**config.mk**
```make
export PLATFORM = sky130hd
export DESIGN_NAME = bitfile_strip
export DESIGN_NICKNAME = d
export VERILOG_FILES = /design/src/rtl/bitfile_pkg.sv /design/src/rtl/bitfile_dp.sv /design/src/rtl/bitfile_ctrl.sv /design/src/rtl/bitfile_strip.sv
export SDC_FILE = /design/constraint.sdc
export NUM_CORES = 1
export LEC_CHECK = 0
export BUFFER_PORTS_ARGS = -buffer_cell sky130_fd_sc_hd__buf_2
export CAP_MARGIN = 20
export CORE_ASPECT_RATIO = 0.75
export CORE_MARGIN = 2
export CORE_UTILIZATION = 58
export CTS_CLUSTER_SIZE = 16
export DETAILED_ROUTE_END_ITERATION = 7
export GPL_TIMING_DRIVEN = 0
export PLACE_DENSITY = 0.8
export SLEW_MARGIN = 10
export SYNTH_ARGS = -nofsm -noshare
export SYNTH_HDL_FRONTEND = slang
export SYNTH_SLANG_ARGS = --single-unit
```
**constraint.sdc**
```tcl
create_clock -name clk -period 2.56 [get_ports clk]
set_input_delay 0.512 -clock clk [delete_from_list [all_inputs] [get_ports clk]]
set_output_delay 0.512 -clock clk [all_outputs]
set_load 0.05 [all_outputs]
```
**src/rtl/bitfile_pkg.sv**
```systemverilog
package bitfile_pkg;
  typedef enum logic [3:0] {
    S_PLEN, S_PBODY, S_CHIP, S_TAG, S_TLEN, S_TBODY, S_ELEN, S_PAY, S_DONE, S_ERR
  } phase_t;

  // Strobes from control to datapath
  typedef struct packed {
    logic shiftIn;
    logic clrIdx;
    logic loadRemain;
    logic decRemain;
    logic nextTag;
    logic latchLen;
    logic setErr;
    logic fireDone;
  } strobe_t;

  localparam logic [7:0] TAG_BASE = 8'h61;
endpackage

```
**src/rtl/bitfile_dp.sv**
```systemverilog
module bitfile_dp
  import bitfile_pkg::*;
#(
  parameter int LEN_W = 32,
  localparam int IDX_W = $clog2(LEN_W / 8)
) (
  input  logic             clk,
  input  logic             rst,
  input  strobe_t          stb,
  input  logic [7:0]       inByte,
  output logic [LEN_W-1:0] assembled,
  output logic [IDX_W-1:0] byteIdx,
  output logic [LEN_W-1:0] remain,
  output logic [2:0]       tagIdx,
  output logic [LEN_W-1:0] payloadLen,
  output logic             lenValid,
  output logic             errFlag,
  output logic             hdrDone
);
  logic [LEN_W-1:0] lenShift;

  // Count value including the byte on the bus this cycle
  assign assembled = {lenShift[LEN_W-9:0], inByte};

  always_ff @(posedge clk) begin
    if (rst) begin
      lenShift   <= '0;
      byteIdx    <= '0;
      remain     <= '0;
      tagIdx     <= '0;
      payloadLen <= '0;
      lenValid   <= 1'b0;
      errFlag    <= 1'b0;
      hdrDone    <= 1'b0;
    end else begin
      hdrDone <= stb.fireDone;
      if (stb.clrIdx) begin
        lenShift <= '0;
        byteIdx  <= '0;
      end else if (stb.shiftIn) begin
        lenShift <= assembled;
        byteIdx  <= byteIdx + 1'b1;
      end
      if (stb.loadRemain)     remain <= assembled;
      else if (stb.decRemain) remain <= remain - 1'b1;
      if (stb.nextTag) tagIdx <= tagIdx + 1'b1;
      if (stb.latchLen) begin
        payloadLen <= assembled;
        lenValid   <= 1'b1;
      end
      if (stb.setErr) errFlag <= 1'b1;
    end
  end
endmodule

```
**src/rtl/bitfile_ctrl.sv**
```systemverilog
module bitfile_ctrl
  import bitfile_pkg::*;
#(
  parameter int LEN_W       = 32,
  parameter int SHORT_BYTES = 2,
  localparam int IDX_W      = $clog2(LEN_W / 8),
  localparam int SHORT_LAST = SHORT_BYTES - 1,
  localparam int LONG_LAST  = LEN_W / 8 - 1
) (
  input  logic             clk,
  input  logic             rst,
  input  logic [7:0]       inByte,
  input  logic             inValid,
  input  logic             outReady,
  input  logic [LEN_W-1:0] assembled,
  input  logic [IDX_W-1:0] byteIdx,
  input  logic [LEN_W-1:0] remain,
  input  logic [2:0]       tagIdx,
  output strobe_t          stb,
  output logic             inReady,
  output logic             outValid
);
  localparam logic [2:0] TAG_LAST = 3'd4;

  phase_t state, nextState;
  logic   fire, lastBody, shortEnd, longEnd;

  assign fire     = inValid & inReady;
  assign lastBody = (remain <= LEN_W'(1));
  assign shortEnd = (byteIdx == IDX_W'(SHORT_LAST));
  assign longEnd  = (byteIdx == IDX_W'(LONG_LAST));

  always_comb begin
    stb       = '0;
    nextState = state;
    inReady   = 1'b1;
    outValid  = 1'b0;
    unique case (state)
      S_PLEN, S_TLEN: if (fire) begin
        stb.shiftIn = 1'b1;
        if (shortEnd) begin
          stb.loadRemain = 1'b1;
          stb.clrIdx     = 1'b1;
          nextState      = (state == S_PLEN) ? S_PBODY : S_TBODY;
        end
      end
      S_PBODY: if (fire) begin
        stb.decRemain = 1'b1;
        if (lastBody) nextState = S_CHIP;
      end
      S_CHIP: if (fire) begin
        stb.shiftIn = 1'b1;
        if (shortEnd) begin
          stb.clrIdx = 1'b1;
          nextState  = S_TAG;
        end
      end
      S_TAG: if (fire) begin
        if (inByte == TAG_BASE + 8'(tagIdx))
          nextState = (tagIdx == TAG_LAST) ? S_ELEN : S_TLEN;
        else begin
          stb.setErr = 1'b1;
          nextState  = S_ERR;
        end
      end
      S_TBODY: if (fire) begin
        stb.decRemain = 1'b1;
        if (lastBody) begin
          if (inByte != 8'h00) begin
            stb.setErr = 1'b1;
            nextState  = S_ERR;
          end else begin
            stb.nextTag = 1'b1;
            nextState   = S_TAG;
          end
        end
      end
      S_ELEN: if (fire) begin
        stb.shiftIn = 1'b1;
        if (longEnd) begin
          stb.latchLen   = 1'b1;
          stb.loadRemain = 1'b1;
          stb.clrIdx     = 1'b1;
          if (assembled == '0) begin
            stb.fireDone = 1'b1;
            nextState    = S_DONE;
          end else begin
            nextState = S_PAY;
          end
        end
      end
      S_PAY: begin
        inReady  = outReady;
        outValid = inValid;
        if (fire) begin
          stb.decRemain = 1'b1;
          if (remain == LEN_W'(1)) begin
            stb.fireDone = 1'b1;
            nextState    = S_DONE;
          end
        end
      end
      default: inReady = 1'b0;
    endcase
  end

  always_ff @(posedge clk) begin
    if (rst) state <= S_PLEN;
    else     state <= nextState;
  end
endmodule

```
**src/rtl/bitfile_strip.sv**
```systemverilog
module bitfile_strip
  import bitfile_pkg::*;
#(
  parameter int LEN_W       = 32,
  parameter int SHORT_BYTES = 2,
  localparam int IDX_W      = $clog2(LEN_W / 8)
) (
  input  logic             clk,
  input  logic             rst,
  input  logic [7:0]       inByte,
  input  logic             inValid,
  output logic             inReady,
  output logic [7:0]       outByte,
  output logic             outValid,
  input  logic             outReady,
  output logic [LEN_W-1:0] payloadLen,
  output logic             lenValid,
  output logic             hdrDone,
  output logic             errFlag
);
  strobe_t          stb;
  logic [LEN_W-1:0] assembled, remain;
  logic [IDX_W-1:0] byteIdx;
  logic [2:0]       tagIdx;

  assign outByte = inByte;

  bitfile_ctrl #(.LEN_W(LEN_W), .SHORT_BYTES(SHORT_BYTES)) u_ctrl (
    .clk(clk), .rst(rst), .inByte(inByte), .inValid(inValid), .outReady(outReady),
    .assembled(assembled), .byteIdx(byteIdx), .remain(remain), .tagIdx(tagIdx),
    .stb(stb), .inReady(inReady), .outValid(outValid)
  );

  bitfile_dp #(.LEN_W(LEN_W)) u_dp (
    .clk(clk), .rst(rst), .stb(stb), .inByte(inByte), .assembled(assembled),
    .byteIdx(byteIdx), .remain(remain), .tagIdx(tagIdx), .payloadLen(payloadLen),
    .lenValid(lenValid), .errFlag(errFlag), .hdrDone(hdrDone)
  );
endmodule

```
======== Word level (Yosys, flattened, before mapping) ========
Index checks and enable logic that the tools add are counted.
word-level totals
  bits in registers ....................... 100
  word-level logic and storage cells ...... 102
  bits of input ports ..................... 12
  output and inout bits ................... 45
cells by class
  order comparisons ....................... 1
  reductions and logical operators ........ 10
  equal/unequal tests ..................... 25
  bitwise operators ....................... 1
  multiplexer cells ....................... 52
  add/subtract/negate cells ............... 4
operator list
  cell                                                                     number
  32-bit 2-to-1 mux                                                        2
  4-bit 2-to-1 mux                                                         16
  32-bit by 1-bit == test with 1-bit output, second input constant         1
  32-bit by 1-bit <= comparator with 1-bit output, second input constant   1
  32-bit logical NOT                                                       1
  32-bit by 1-bit subtractor with 32-bit output, second input constant     1
  4-bit case mux with 7 select lines                                       1
  2-bit by 1-bit inequality test with 1-bit output, second input constant  13
  1-bit 2-to-1 mux                                                         19
  4-bit by 3-bit == test with 1-bit output, second input constant          4
  14-bit AND reduction                                                     1
  2-bit 2-to-1 mux                                                         5
  1-bit case mux with 2 select lines                                       5
  3-bit 2-to-1 mux                                                         3
  7-bit by 3-bit adder with 8-bit output, first input constant             1
  4-bit by 2-bit == test with 1-bit output, second input constant          2
  8-bit == test                                                            1
  8-bit nonzero test                                                       1
  7-bit nonzero test                                                       1
  7-bit OR reduction                                                       1
  2-bit case mux with 3 select lines                                       1
  2-bit OR reduction                                                       3
  4-bit by 1-bit == test with 1-bit output, second input constant          1
  4-bit logical NOT                                                        1
  7 further kinds                                                          7

======== Logic depth before layout (Yosys ltp) ========
  depth in word-level cells ............... 8
  depth in mapped cells ................... 10
  gate-level depth less buffers ........... 7

======== Modules after synthesis ========
A second synthesis with hierarchy kept.
unflattened totals
  cell total of the unflattened synthesis .. 602
  area total of the unflattened synthesis .. 5270.1 sq um
by module, submodules not included
  module         cells each  sequential area each (sq um)  area an instance (sq um)  instances
  bitfile_dp     479         1921.8                        4374.2                    1
  bitfile_ctrl   115         80.1                          835.8                     1
  bitfile_strip  8           0.0                           60.1                      1

======== Least setup slack after synthesis ========
OpenSTA, ideal clock, no wires.
  kind .................................... flip-flop to flip-flop
  start ................................... register u_dp.remain[3]
  end ..................................... register u_ctrl.state[0]
  stages on the path, launching flop included .. 7
  data required time ...................... 2.435 ns
  path slack .............................. 0.338 ns
  setup time .............................. 0.125 ns
  buffers on the path ..................... 0
  arrival ................................. 2.097 ns
  path through ............................ dfxtp_1 -> or4_4 -> nor3_4 -> nand3_1 -> o31ai_2 -> o2111ai_1 -> o41a_1
on the way
  longest elaborated chain between the ends .. 3
RTL lines
  what                                                                                                                 line                                    source
  from (decl)                                                                                                          bitfile_dp.sv:13                        output logic [LEN_W-1:0] remain,
  from (signal assigned)                                                                                               bitfile_dp.sv:44                        if (stb.loadRemain) remain <= assembled;
  from (signal assigned)                                                                                               bitfile_dp.sv:45                        else if (stb.decRemain) remain <= remain - 1'b1;
  32-bit by 1-bit <= comparator with 1-bit output / 32-bit by 1-bit == test with 1-bit output (equally long branches)  bitfile_ctrl.sv:29, bitfile_ctrl.sv:97
  2-bit by 1-bit inequality test with 1-bit output (no source line)                                                    -
  14-bit AND reduction (no source line) (*)                                                                            -
  to (signal assigned)                                                                                                 bitfile_ctrl.sv:109                     else state <= nextState;
  to (decl)                                                                                                            bitfile_ctrl.sv:25                      phase_t state, nextState;
Mark *: on every way between the ends. The rest lies on a longest branch, timed or not.
A chain may end at the register's enable or synchronous reset.

======== Worst setup path in the final report ========
  start ................................... register u_dp.remain[16]
  end ..................................... register u_ctrl.state[0]
The elaborated chain is that of the path after synthesis.

==> summary.md <==
| Metric | Value |
|---|---|
| Total global-route track usage | 0.316 |
| Critical Path AT | 2.71 ns |
| GPL Wtd Cong | 0.964 |
| Crit Path Category | register to register |
| Register bit total from synthesis | 100 |
| CTS tree | built |
| Peak supply drop | 626 uV |
| CP Capture Type | register |
| Max cap viols | 0 |
| RSZ-0062 raised after global routing | yes |
| H-Tree Depth | 3 |
| Hold Startpoint | inByte[3] |
| Hold Path Class | primary input to register |
| Root Buffer | clkbuf_8 |
| First-pass GRT wire length | 21,500 um |
| Worst-Margin Slew | 0.669 ns |
| CTS Sinks | 100 |
| Status | finished clean |
| Async set-reset flop share out of synthesis | 0 |
| EDFF count, synth | 0 |
| Worst Slack Setup Final | 0.129 ns |
| Critical Path Start Type | register |
| Slew Viols, Final | 0 |
| Min Tclk post-route | 2.43 ns |
| Crit-path max FO | 6 |
| Clk_lat worst skew | 0.38 ns |
| Max clock buf depth | 2 |
| RR Endpoint | u_ctrl.state[0]$_SDFFE_PP0P_ |
| DR iter-0 viols | 362 |
| Number of global-route vias before repair | 4,193 |
| Die X | 108 um |
| Worst flop-to-flop path startpoint | u_dp.remain[16]$_SDFFE_PP0P_ |
| Synthesized Nets | 618 |
| Vias per inst | 5.98 |
| # rows | 28 |
| # port buffers | 56 |
| Clock Skews | 0.0145 ns |
| Mean Syn Cell Area | 7.88 sq um |
| Netlist Area Pre-Place | 4730 sq um |
| Final Hold Fails | 0 |
| Drt total wl | 13,600 um |
| Total power | 4000 uW |
| Initial core utilization | 0.597 |
| Hold EP | u_dp.lenShift[3]$_SDFFE_PP0P_ |
| Final cycle utilization of the critical path | 0.950 |
| Die Y | 82.2 um |
| Die area | 8900 sq um |
| CTS buffer count | 9 |
| IO Pins | 57 |
| Detailed placement HPWL | 9960 um |
| Vias | 4,631 |
| Leak | 0.00204 uW |
| Hold depth | 3 |
| DRT antenna net count | 0 |
| Distinct cells, synth | 61 |
| Area delta synth->final | 14.7% |
| Cts hold-fix bufs | 0 |
| Ys flop type | dfxtp_1 |
| R2R depth | 6 |
| Cell count after synthesis | 600 |
| Final net count | 683 |
| Pre-antenna DRT Iters | 5 |
| Largest net degree at the start of global routing | 20 |
| Setup violations, final | 0 |
| Peak Freq | 411 MHz |
| Sequential area share after synthesis | 0.423 |
| Antenna cells | 0 |
| Worst-path clk slew | 0.11 ns |
| Core area | 7920 sq um |
| FF-to-FF setup slack | 0.13 ns |
| Pre-CTS setup slack | -0.105 ns |
| Residual DRC count | 0 |
| Share of post-route cells with drive strength above 1 | 0.172 |
| Ys Warns | 0 |
| Relative slew slack | 0.554 |
| Final core occ | 0.685 |
| Pwr/cell area | 737 nW/um^2 |
| Per-cell routed wire length | 17.5 um |
| Crit path required time | 2.84 ns |
| Initial antenna violation count | 0 |
| Gr ovfl total | 0 |
state kept, by name, indices dropped and copies added, names as in the netlist:
signal,flops
u_dp.byteIdx,2
u_dp.errFlag,1
u_ctrl.state,4
u_dp.payloadLen,32
u_dp.lenShift,24
u_dp.tagIdx,3
u_dp.hdrDone,1
u_dp.lenValid,1
u_dp.remain,32
final cells by class:
cell class              count  area, sq um
repair buffers             58          295
inverters                  11         41.3
fillers                   702         2490
clock buffers               9          124
flip-flops and latches    100         2000
clock inverters             7          111
well taps                 105          131
multi-input cells         445         2520
plain buffers              40          203
where the power goes:
group	internal [uW]	switching [uW]
registers	1650	118
logic	362	663
clock network	578	624
critical path, cell delays in order, from the launching register on:
cell       delay, ns
dfxtp_1         0.37
or4_4           0.57
nor3_1          0.27
nand3_2         0.18
o31ai_4         0.31
o2111ai_2       0.21
o41a_1          0.42
logic make-up (layout without fill, tap and decap cells):
| group | after synthesis | after routing | synth area share |
|---|---|---|---|
| DFF | 100 | 100 | 0.423 |
| and+or+nand+nor | 279 | 279 | 0.280 |
| muxes | 2 | 2 | 0.00450 |
| xor gates and xnor gates | 19 | 19 | 0.0352 |
| AOI/OAI and AO/OA | 139 | 139 | 0.188 |
| buffers and inverters | 55 | 125 | 0.0534 |
| adders and majority gates | 6 | 6 | 0.0159 |
metrics by stage:
step | instance area (sq um) | std cells | TNS (ns) | hold slack [ns]
2_1_floorplan | 4730 | 600 | 0 | 0.455
3_3_place_gp | 5140 | 761 | -0.143 | 0.441
3_5_place_dp | 5140 | 761 | -1.70 | 0.445
4_1_cts | 5400 | 776 | 0 | 0.431
5_1_grt | 5420 | 775 | -0.0383 | 0.437
6_report | 5420 | 775 | 0 | 0.435
repair_timing:
action                                  4_1_cts  5_1_grt
endpoints found under the setup margin       32       43
setup buffers                                 1        1
gates cloned                                  0        0
pin swaps                                     1        1
gates resized for setup                       4        9
cells in the mapped netlist (6+ instances only):
cell	number	share of area
inv_1	9	0.0071
xor2_1	8	0.015
nor3_1	21	0.022
nor4_1	16	0.021
dfxtp_1	100	0.42
buf_4	9	0.014
a211oi_1	14	0.022
ha_1	6	0.016
xnor2_1	11	0.020
or3_1	6	0.0079
a21oi_1	79	0.084
o21ai_0	6	0.0063
nand3_1	11	0.012
nor2_1	50	0.040
nand2_1	135	0.11
clkbuf_1	28	0.022
nand4_1	6	0.0079
a31oi_1	6	0.0079
how the worst max path moves through the flow:
stage	start	endpoint	slack (ns)	cells after the start
after floorplan	u_dp.remain[3]$_SDFFE_PP0P_	u_ctrl.state[0]$_SDFFE_PP0P_	0.34	6
after global placement	u_ctrl.state[3]$_SDFFE_PP0P_	u_dp.remain[2]$_SDFFE_PP0P_	-0.05	7
after detailed placement	u_ctrl.state[3]$_SDFFE_PP0P_	u_dp.lenShift[16]$_SDFFE_PP0P_	-0.11	9
after CTS	u_ctrl.state[1]$_SDFFE_PP0P_	u_dp.lenShift[16]$_SDFFE_PP0P_	0.04	9
after global routing	u_dp.remain[16]$_SDFFE_PP0P_	u_ctrl.state[0]$_SDFFE_PP0P_	-0.03	6
final	u_dp.remain[16]$_SDFFE_PP0P_	u_ctrl.state[0]$_SDFFE_PP0P_	0.13	6
layer usage:
metal / wire length, um / share of wire / track usage / vias up
met5: 0 / 0 / 0 / -
met4: 247 / 0.018 / 0.100 / 0
met3: 1390 / 0.10 / 0.0879 / 29
met2: 5870 / 0.43 / 0.484 / 206
met1: 6070 / 0.45 / 0.435 / 2168
li1: - / - / - / 2228
placed cells by master, fill, tap and decap left out, drive strengths merged, types with 11 or more instances in the layout:
cell / n
inv: 16
a21oi: 79
nor3: 22
buf: 71
nand3: 11
xnor2: 11
nor4: 18
a211oi: 17
nor2: 51
nand2: 135
dfxtp: 100
clkbuf: 36
Power figures use the tool's default switching activity.
